## src/rtl/wcb_pkg.sv

```systemverilog
package wcb_pkg;
  // Relation between the head entry and the entry queued behind it
  typedef enum logic [1:0] {
    LK_NONE = 2'd0,  // nothing behind the head
    LK_RUN  = 2'd1,  // next word, same page: burst continues
    LK_PAGE = 2'd2,  // next word but across a page edge
    LK_GAP  = 2'd3   // any other address
  } link_e;

  localparam int unsigned BYTE_SHIFT = 2;  // 32-bit words
endpackage

```

## src/rtl/wcb_store.sv

```systemverilog
module wcb_store #(
  parameter int unsigned DEPTH = 8,
  parameter int unsigned WA    = 30,
  parameter int unsigned DW    = 32,
  parameter int unsigned BW    = DW / 8,
  localparam int unsigned PW   = (DEPTH > 1) ? $clog2(DEPTH) : 1,
  localparam int unsigned CW   = $clog2(DEPTH + 1)
) (
  input  logic          clk,
  input  logic          rst_n,
  input  logic          push,
  input  logic          pop,
  input  logic [WA-1:0] in_wa,
  input  logic [DW-1:0] in_data,
  input  logic [BW-1:0] in_be,
  output logic [WA-1:0] head_wa,
  output logic [DW-1:0] head_data,
  output logic [BW-1:0] head_be,
  output logic [WA-1:0] next_wa,
  output logic          have_next,
  output logic          full,
  output logic          empty
);
  localparam logic [CW-1:0] CNT_FULL = CW'(DEPTH);
  localparam logic [PW-1:0] PTR_TOP  = PW'(DEPTH - 1);

  logic [WA-1:0] wa_mem [DEPTH];
  logic [DW-1:0] dt_mem [DEPTH];
  logic [BW-1:0] be_mem [DEPTH];

  logic [PW-1:0] wr_ptr, rd_ptr, rd_nxt;
  logic [CW-1:0] count;

  function automatic logic [PW-1:0] bump(input logic [PW-1:0] p);
    return (p == PTR_TOP) ? '0 : p + 1'b1;
  endfunction

  assign rd_nxt = bump(rd_ptr);

  always_ff @(posedge clk) begin
    if (push) begin
      wa_mem[wr_ptr] <= in_wa;
      dt_mem[wr_ptr] <= in_data;
      be_mem[wr_ptr] <= in_be;
    end
  end

  always_ff @(posedge clk or negedge rst_n) begin
    if (!rst_n) begin
      wr_ptr <= '0;
      rd_ptr <= '0;
      count  <= '0;
    end else begin
      if (push) wr_ptr <= bump(wr_ptr);
      if (pop)  rd_ptr <= rd_nxt;
      case ({push, pop})
        2'b10:   count <= count + 1'b1;
        2'b01:   count <= count - 1'b1;
        default: count <= count;
      endcase
    end
  end

  assign head_wa   = wa_mem[rd_ptr];
  assign head_data = dt_mem[rd_ptr];
  assign head_be   = be_mem[rd_ptr];
  assign next_wa   = wa_mem[rd_nxt];
  assign have_next = (count > CW'(1));
  assign full      = (count == CNT_FULL);
  assign empty     = (count == '0);

  // the neighbour never pushes into a full store
  p_no_overflow_r3: assert property (@(posedge clk) disable iff (!rst_n)
    push |-> (count < CNT_FULL));
  // a word is removed only when one is present
  p_no_underflow_r9: assert property (@(posedge clk) disable iff (!rst_n)
    pop |-> (count != '0));
  // occupancy moves by exactly one on a lone push or pop
  p_count_up_r10: assert property (@(posedge clk) disable iff (!rst_n)
    (push && !pop) |=> (count == $past(count) + 1'b1));
  p_count_down_r10: assert property (@(posedge clk) disable iff (!rst_n)
    (pop && !push) |=> (count == $past(count) - 1'b1));
endmodule

```

## src/rtl/wcb_link.sv

```systemverilog
module wcb_link
  import wcb_pkg::*;
#(
  parameter int unsigned WA        = 30,
  parameter int unsigned PAGE_BITS = 12,
  localparam int unsigned OFFW     = PAGE_BITS - BYTE_SHIFT
) (
  input  logic          clk,
  input  logic          rst_n,
  input  logic          have_next,
  input  logic [WA-1:0] head_wa,
  input  logic [WA-1:0] next_wa,
  output link_e         kind
);
  logic step_ok, page_end;

  assign step_ok  = (next_wa == head_wa + 1'b1);
  assign page_end = &head_wa[OFFW-1:0];

  always_comb begin
    if (!have_next)    kind = LK_NONE;
    else if (!step_ok) kind = LK_GAP;
    else if (page_end) kind = LK_PAGE;
    else               kind = LK_RUN;
  end

  // the final word of a page never continues a burst
  p_page_stop_r6: assert property (@(posedge clk) disable iff (!rst_n)
    page_end |-> (kind != LK_RUN));
  // a burst cannot continue into an absent entry
  p_tail_stop_r7: assert property (@(posedge clk) disable iff (!rst_n)
    !have_next |-> (kind == LK_NONE));
endmodule

```

## src/rtl/wr_coalesce_buf.sv

```systemverilog
module wr_coalesce_buf
  import wcb_pkg::*;
#(
  parameter int unsigned DEPTH     = 8,
  parameter int unsigned AW        = 32,
  parameter int unsigned DW        = 32,
  parameter int unsigned PAGE_BITS = 12,
  localparam int unsigned BW       = DW / 8,
  localparam int unsigned WA       = AW - BYTE_SHIFT
) (
  input  logic          clk,
  input  logic          rst_n,
  input  logic          in_valid,
  output logic          in_ready,
  input  logic [AW-1:0] in_addr,
  input  logic [DW-1:0] in_data,
  input  logic [BW-1:0] in_be,
  output logic          full,
  output logic          empty,
  output logic          out_valid,
  input  logic          out_ready,
  output logic [AW-1:0] out_addr,
  output logic [DW-1:0] out_data,
  output logic [BW-1:0] out_be,
  output logic          out_last
);
  logic          push, pop, have_next;
  logic [WA-1:0] head_wa, next_wa;
  link_e         kind;

  assign in_ready  = !full;
  assign out_valid = !empty;
  assign push      = in_valid && in_ready;
  assign pop       = out_valid && out_ready;

  wcb_store #(.DEPTH(DEPTH), .WA(WA), .DW(DW), .BW(BW)) u_store (
    .clk       (clk),
    .rst_n     (rst_n),
    .push      (push),
    .pop       (pop),
    .in_wa     (in_addr[AW-1:BYTE_SHIFT]),
    .in_data   (in_data),
    .in_be     (in_be),
    .head_wa   (head_wa),
    .head_data (out_data),
    .head_be   (out_be),
    .next_wa   (next_wa),
    .have_next (have_next),
    .full      (full),
    .empty     (empty)
  );

  wcb_link #(.WA(WA), .PAGE_BITS(PAGE_BITS)) u_link (
    .clk       (clk),
    .rst_n     (rst_n),
    .have_next (have_next),
    .head_wa   (head_wa),
    .next_wa   (next_wa),
    .kind      (kind)
  );

  assign out_addr = {head_wa, {BYTE_SHIFT{1'b0}}};
  assign out_last = (kind != LK_RUN);

  // stalled head payload holds
  p_hold_payload_r8: assert property (@(posedge clk) disable iff (!rst_n)
    (out_valid && !out_ready) |=> (out_valid && $stable(out_addr)
                                   && $stable(out_data) && $stable(out_be)));
  // end marker of a stalled head never rises
  p_last_no_rise_r8: assert property (@(posedge clk) disable iff (!rst_n)
    (out_valid && !out_ready) |=> !$rose(out_last));
  // last word of a page always closes its packet (port view)
  p_page_last_r6: assert property (@(posedge clk) disable iff (!rst_n)
    (out_valid && (&out_addr[PAGE_BITS-1:BYTE_SHIFT])) |-> out_last);
  // back-pressure only with something queued
  p_full_not_empty_r3: assert property (@(posedge clk) disable iff (!rst_n)
    !in_ready |-> !empty);
endmodule

```

## config.mk

```make
export PLATFORM = sky130hd
export DESIGN_NAME = wr_coalesce_buf
export DESIGN_NICKNAME = d
export VERILOG_FILES = /design/src/rtl/wcb_pkg.sv /design/src/rtl/wcb_store.sv /design/src/rtl/wcb_link.sv /design/src/rtl/wr_coalesce_buf.sv
export SDC_FILE = /design/constraint.sdc
export NUM_CORES = 1
export LEC_CHECK = 0
export BUFFER_PORTS_ARGS = -buffer_cell sky130_fd_sc_hd__buf_2
export CELL_PAD_IN_SITES_DETAIL_PLACEMENT = 1
export CELL_PAD_IN_SITES_GLOBAL_PLACEMENT = 2
export CORE_MARGIN = 1
export CORE_UTILIZATION = 51
export DETAILED_ROUTE_END_ITERATION = 8
export PLACE_DENSITY_LB_ADDON = 0.1
export SETUP_SLACK_MARGIN = 0.2
export SYNTH_ARGS = -nofsm -noshare
export SYNTH_HDL_FRONTEND = slang
export SYNTH_SLANG_ARGS = --single-unit
```

## constraint.sdc

```tcl
create_clock -name clk -period 18.1 [get_ports clk]
set_input_delay 0 -clock clk [delete_from_list [all_inputs] [get_ports clk]]
set_output_delay 0 -clock clk [all_outputs]
set_load 0.01 [all_outputs]
```

## After elaboration in Yosys (flattened, before gate mapping)

Memories as Yosys holds them, arrays and structs flattened.
Cells that the tools add are included.

- Register bits after elaboration: 10
- Input port bits: 72
- Word-level logic and storage cells: 34
- RAM bits: 528
- Output and inout port bits: 73
- Memories: 3

- $lt $le $gt $ge: 1
- Mux-type cells: 8
- Eq/ne operators: 7
- Reductions and logical operators: 7
- $add $sub $neg: 5

Memory list:

| name | words | bits a word | read ports | clocked after Yosys merged registers in | wr ports | line | text |
|---|---|---|---|---|---|---|---|
| u_store.dt_mem | 8 | 32 | 1 | 0 | 1 | wcb_store.sv:28 | `logic [DW-1:0] dt_mem [DEPTH];` |
| u_store.wa_mem | 8 | 30 | 2 | 0 | 1 | wcb_store.sv:27 | `logic [WA-1:0] wa_mem [DEPTH];` |
| u_store.be_mem | 8 | 4 | 1 | 0 | 1 | wcb_store.sv:29 | `logic [BW-1:0] be_mem [DEPTH];` |

Operator list:

| kind | count |
|---|---|
| $add 30x1->30 const B | 1 |
| $eq 30x30->1 | 1 |
| $reduce_and 10->1 | 1 |
| $pmux 4 s2 | 1 |
| $add 3x1->3 const B | 2 |
| $eq 3x3->1 const B | 2 |
| $mux 2 | 3 |
| $mux 3 | 2 |
| $add 4x1->4 const B | 1 |
| $eq 4x4->1 const B | 1 |
| $gt 4x1->1 const B | 1 |
| $logic_not 4->1 | 1 |
| $sub 4x1->4 const B | 1 |
| $eq 2x1->1 const B | 1 |
| $eq 2x2->1 const B | 1 |
| $logic_and 1x1->1 | 2 |
| $logic_not 1->1 | 2 |
| $mux 1 | 2 |
| $ne 2x1->1 const B | 1 |
| $reduce_bool 2->1 | 1 |

## Logic depth before layout (Yosys ltp)

An unclocked memory read counts as a cell.

- Depth in word-level cells: 7
- Mapped depth: 17
- Gate-level depth less buffers: 11

## Cells and area by module

From an unflattened synthesis, not the netlist that was laid out.

- Cells, all modules: 1101
- Area total of the unflattened synthesis: 23382.4 um2

By module, submodules not included:

| module | area each (um2) | times used | cells each |
|---|---|---|---|
| wcb_store | 22211.3 | 1 | 930 |
| wcb_link | 1126.1 | 1 | 163 |
| wr_coalesce_buf | 45.0 | 1 | 8 |

## Worst setup path before layout

OpenSTA, ideal clock, no wires.

- Kind: flip-flop to flip-flop
- Start point: register u_store.count[0]
- End point: memory u_store.be_mem[0][0] (netlist name) (enable)
- Buffers on the path: 0
- Clock period less this slack: 8.024 ns
- Data arrival time: 7.370 ns
- Library setup time: 0.653 ns
- Setup slack: 10.076 ns
- Stages on the path, launching flop included: 6
- Path through: dfrtp_1 inv_1 ha_1 nand3b_1 nand2_1 nor4_1

- Word-level cells in the longest chain between the ends: 5

Ends and longest elaborated chain:

| element | line | text |
|---|---|---|
| start, declared | wcb_store.sv:32 | `logic [CW-1:0] count;` |
| start signal, assigned | wcb_store.sv:57 | `2'b10: count <= count + 1'b1;` |
| start signal, assigned | wcb_store.sv:58 | `2'b01: count <= count - 1'b1;` |
| start signal, assigned | wcb_store.sv:59 | `default: count <= count;` |
| $eq 4x4->1 | wcb_store.sv:69 | `assign full = (count == CNT_FULL);` |
| $logic_not 1->1 | wr_coalesce_buf.sv:31 | `assign in_ready = !full;` |
| via in_ready | wr_coalesce_buf.sv:14 | `output logic in_ready,` |
| $logic_and 1x1->1 | wr_coalesce_buf.sv:33 | `assign push = in_valid && in_ready;` |
| $mux 1 | wcb_store.sv:41 | `if (push) begin` |
| $mux 1 (implied by the code) | wcb_store.sv:44 | `be_mem[wr_ptr] <= in_be;` |
| end, declared | wcb_store.sv:29 |  |

The timed path passes the listed nets, and every way through them passes these cells.

## Worst setup path in the final report

- Start point: register u_store.rd_ptr[0]
- End point: output port out_last

- Word-level cells in the longest chain between the ends: 7
- Elaborated cells on any way between the ends: 11
- Classes of those cells: add/sub (2); eq/ne (3); mux (4); reduce/logical (1); memory (1)

Ends and longest elaborated chain:

| element | line | text |
|---|---|---|
| start, declared | wcb_store.sv:31 | `logic [PW-1:0] wr_ptr, rd_ptr, rd_nxt;` |
| start signal, assigned | wcb_store.sv:55 | `if (pop) rd_ptr <= rd_nxt;` |
| $add 3x1->3 or $eq 3x3->1 (tied branches) | wcb_store.sv:35 | `return (p == PTR_TOP) ? '0 : p + 1'b1;` |
| $mux 3 | wcb_store.sv:35 |  |
| $mem_v2 8x30 (*) | n/a |  |
| parallel branches: the longest is 1 deep, another holds $add 30x1->30 | n/a |  |
| $mux 2 (*) | wcb_link.sv:22 | `else if (!step_ok) kind = LK_GAP;` |
| $mux 2 (*) | wcb_link.sv:21 | `if (!have_next) kind = LK_NONE;` |
| $ne 2x1->1 (*) | wr_coalesce_buf.sv:63 | `assign out_last = (kind != LK_RUN);` |
| end, declared | wr_coalesce_buf.sv:25 | `output logic out_last` |

Mark *: on every way between the ends.

==> results.ini <==
[synth]
ys_seq_area_share_pct=68.11
largest_family_of_logic_cells_by_synthesized_area=multiplexers
syn_area_mm2=0.02365
async_reset_ff_share_pct=1.859
synth.most_common_cell=edfxtp_1
dominantRegCellSynth=edfxtp_1
synth_seq_cells=538
synth-xor-area-share_pct=1.222
syn_avg_cell_area_um2=20.53
synth_top_area_share_pct=67.05
yosysWarningCount=0
mux_cell_area_share_after_synthesis_pct=22.26
yosysUniqueCellTypes=70
synth_area_leader_cell=edfxtp_1
synth_fa_ha_area_share_pct=0.4762
synth_enable_flop_cells=528
netlist_instances=1152
synth_top_cells_by_count=edfxtp_1 (528), mux4_2 (146), mux2_2 (54)
share_of_the_synthesized_area_in_compound_gates_ao_oa_aoi_oai_pct=2.487
synthTopCellsByArea=edfxtp_1 (67%), mux4_2 (14%), mux4_1 (3.6%), mux2_2 (2.6%), mux2i_1 (1.9%)
fraction_of_the_mapped_netlist_area_in_simple_logic_gates_pct=2.958

[power]
clock_power_share_pct=21.9
combinationalPowerShare_pct=42.8
intPower_mw=3.078
power.ir.vdd_worst_mv=0.1179
p_per_area_mw_per_mm2=176.6
switching_share_pct=35.99
power_leakage_nw=9.094
power.sequential.fraction_pct=35.3
power.net_switching_mw=1.730

[drt]
drcViolationCount=0
num_vias=12320
detail_route.wirelength_um=55630
routedWlPerCell_um=27.44
route.antenna.remaining_nets=0
drt-vias-per-instance=6.080
detail_route.first_pass.iterations=5
drt-initial-drc-count=766

[sta]
final-hold-violation-count=0
max_freq_mhz=161.7
fin_crit_ps=6184
worstMarginPinSlew_ps=1091
finalClockSkew_ps=28.56
layout_worst_path_cycle_share_pct=34.17
fin_tns_setup_ps=0
slew_headroom_pct=27.24
rsz0062_at_grt=no
final-max-slew-violation-count=0
final-setup-viol-count=0

[job]
max_cap_viol_count=0

[cts]
cts.sinks=538
cts_max_level=2
cts-root-to-sink-buffers=3
cts_setup_buffers=0
cts_root_buffer=clkbuf_16
cts.reportedPaths.clkPinSlew_ps=60
clk-insertion-delay-late_ps=630
cts_buffers=55
tritoncts=done

[setup_path]
worst_setup_path_start_kind=register
worst-path-max-fanout=42
cp_cell_sequence=ha_2, ha_1, buf_4, nor2_4, buf_4, mux4_1, mux2i_1, nand2_1, or4_1, o311ai_0, a31oi_1, nor4_2, o2111ai_1, buf_2
crit_buf_inv=3
timing.critical_path.required_ps=18100
timing.critical_path.arrival_ps=6180
path_delay_family=simple AND/OR/NAND/NOR gates
critPathMaxStageDelay_ps=800
worst_setup_path_end_kind=output port
criticalPathCategory=reg2out
worst_path_max_delay_cell=buf_4
cp_common_cell=buf_4

[layout]
utilization_pct=59.73
post-route-cell-area_mm2=0.02722
layout-area-overhead-vs-synth_pct=15.13
num-nets-final=1460
share_of_layout_cells_above_drive_strength_1_pct=32.72

[min_path]
hold_path_class=in2reg

[floorplan]
floorplan.core_area_mm2=0.04558
die_area_mm2=0.04723
die_h_um=217.3
number_of_ports_placed_on_the_die_boundary=145
core.rowCount=78
die-width_um=217.3
start_util_pct=51.88

[global_routing]
grt_pass1_wl_um=83610
gr-total-overflow=0
grt_start_max_net_pins=62
grt.total_usage_pct=24.26
number_of_antenna_violations_at_the_first_check_in_global_routing=4
first_global_vias=13580

[status]
status=finished, final reports clean

[placed_design]
place_congestion=0.7619
buffer_ports.inserted=140
place.detailed.hpwl_um=31670
placed_inst_area_mm2=0.02485

sequential cells by signal (all words and copies together) (netlist names):
| register | count |
|---|---|
| u_store.be_mem | 32 |
| u_store.count | 4 |
| u_store.rd_ptr | 3 |
| u_store.wr_ptr | 3 |
| u_store.wa_mem | 240 |
| u_store.dt_mem | 256 |
final cells by class:
cell class	instances	area, µm²
Fill cell	3894	18350
Sequential cell	538	16120
Multi-Input combinational cell	525	7010
Timing Repair Buffer	232	1564
Clock buffer	69	1450
Tap cell	600	750.7
Clock inverter	33	224.0
Inverter	27	101.3
Antenna cell	3	7.507
kinds of logic after synthesis:
logic type | count (synthesis)
flops | 538
mux | 280
simple gates | 122
buf+inv | 90
compound gates | 79
xor+xnor | 33
fa+ha+maj | 9
other cells | 1
through the flow:
stage,setup slack [ps],hold WS [ps],power [mW],std cells
floorplan,10080,-295.6,3.209,1153
global placement,12450,-123.2,3.759,1853
detailed placement,12420,-118.0,3.794,1853
CTS,11730,11.97,4.869,2024
global route,11410,41.67,5.048,2026
finish,11920,39.27,4.808,2027
power groups by stage:
stage | sequential [mW] | combinational, mW | clock [mW]
after floorplan | 1.66 | 1.55 | 0
after global placement | 1.71 | 2.05 | 0
after detailed placement | 1.73 | 2.07 | 0
after CTS | 1.70 | 2.09 | 1.08
after global routing | 1.72 | 2.21 | 1.12
final | 1.70 | 2.06 | 1.05
metal layers:
layer / GRT usage, % / part of all wire, % / wire length (µm) / vias up
met3: 4.458 / 4.9 / 2711 / 76
li1: - / - / - / 5351
met5: 0 / 0.041 / 23 / -
met4: 6.338 / 1.9 / 1038 / 4
met2: 42.73 / 52 / 28930 / 334
met1: 30.96 / 41 / 22920 / 6559
cells in the final DEF, fill, tap and decap left out, types with 8 or more instances in the layout:
| master | synthesis | layout |
|---|---|---|
| mux4_2 | 146 | 146 |
| nand3_1 | 10 | 10 |
| clkinv_1 | 0 | 15 |
| buf_2 | 13 | 140 |
| mux2_2 | 54 | 54 |
| ha_1 | 9 | 8 |
| nor2_1 | 18 | 15 |
| dlygate4sd3_1 | 0 | 69 |
| clkbuf_16 | 0 | 56 |
| nor3_1 | 16 | 12 |
| clkinv_2 | 0 | 10 |
| edfxtp_1 | 528 | 528 |
| buf_4 | 11 | 23 |
| mux2i_1 | 45 | 45 |
| clkbuf_1 | 15 | 13 |
| mux4_1 | 32 | 32 |
| o21ai_0 | 15 | 15 |
| xnor2_1 | 26 | 26 |
| nand2_1 | 25 | 25 |
| inv_1 | 26 | 26 |
what timing repair did:
action / CTS / global route
resized for setup: 0 / 0
endpoints found under the setup margin: 0 / 0
endpoints found under the hold margin: 541 / 0
hold buffers: 69 / 0
tightest hold or removal path: stages:
cell and delay (ps):
buf_2 110, nand2_1 320, a21o_1 170
final timing paths:
check                                              to  depth (start not counted)               from  slack (ps)
worst max-delay path                         out_last                         14  u_store.rd_ptr[0]       11920
worst min-delay path                u_store.wr_ptr[0]                          3           in_valid          40
worst max register to register  u_store.wa_mem[5][25]                          6   u_store.count[0]       14710
worst min register to register       u_store.count[3]                          1   u_store.count[3]         550
max in group asynchronous           u_store.rd_ptr[0]                          3              rst_n       17280
min in group asynchronous            u_store.count[3]                          3              rst_n         430
(Power assumes the default switching activity.)
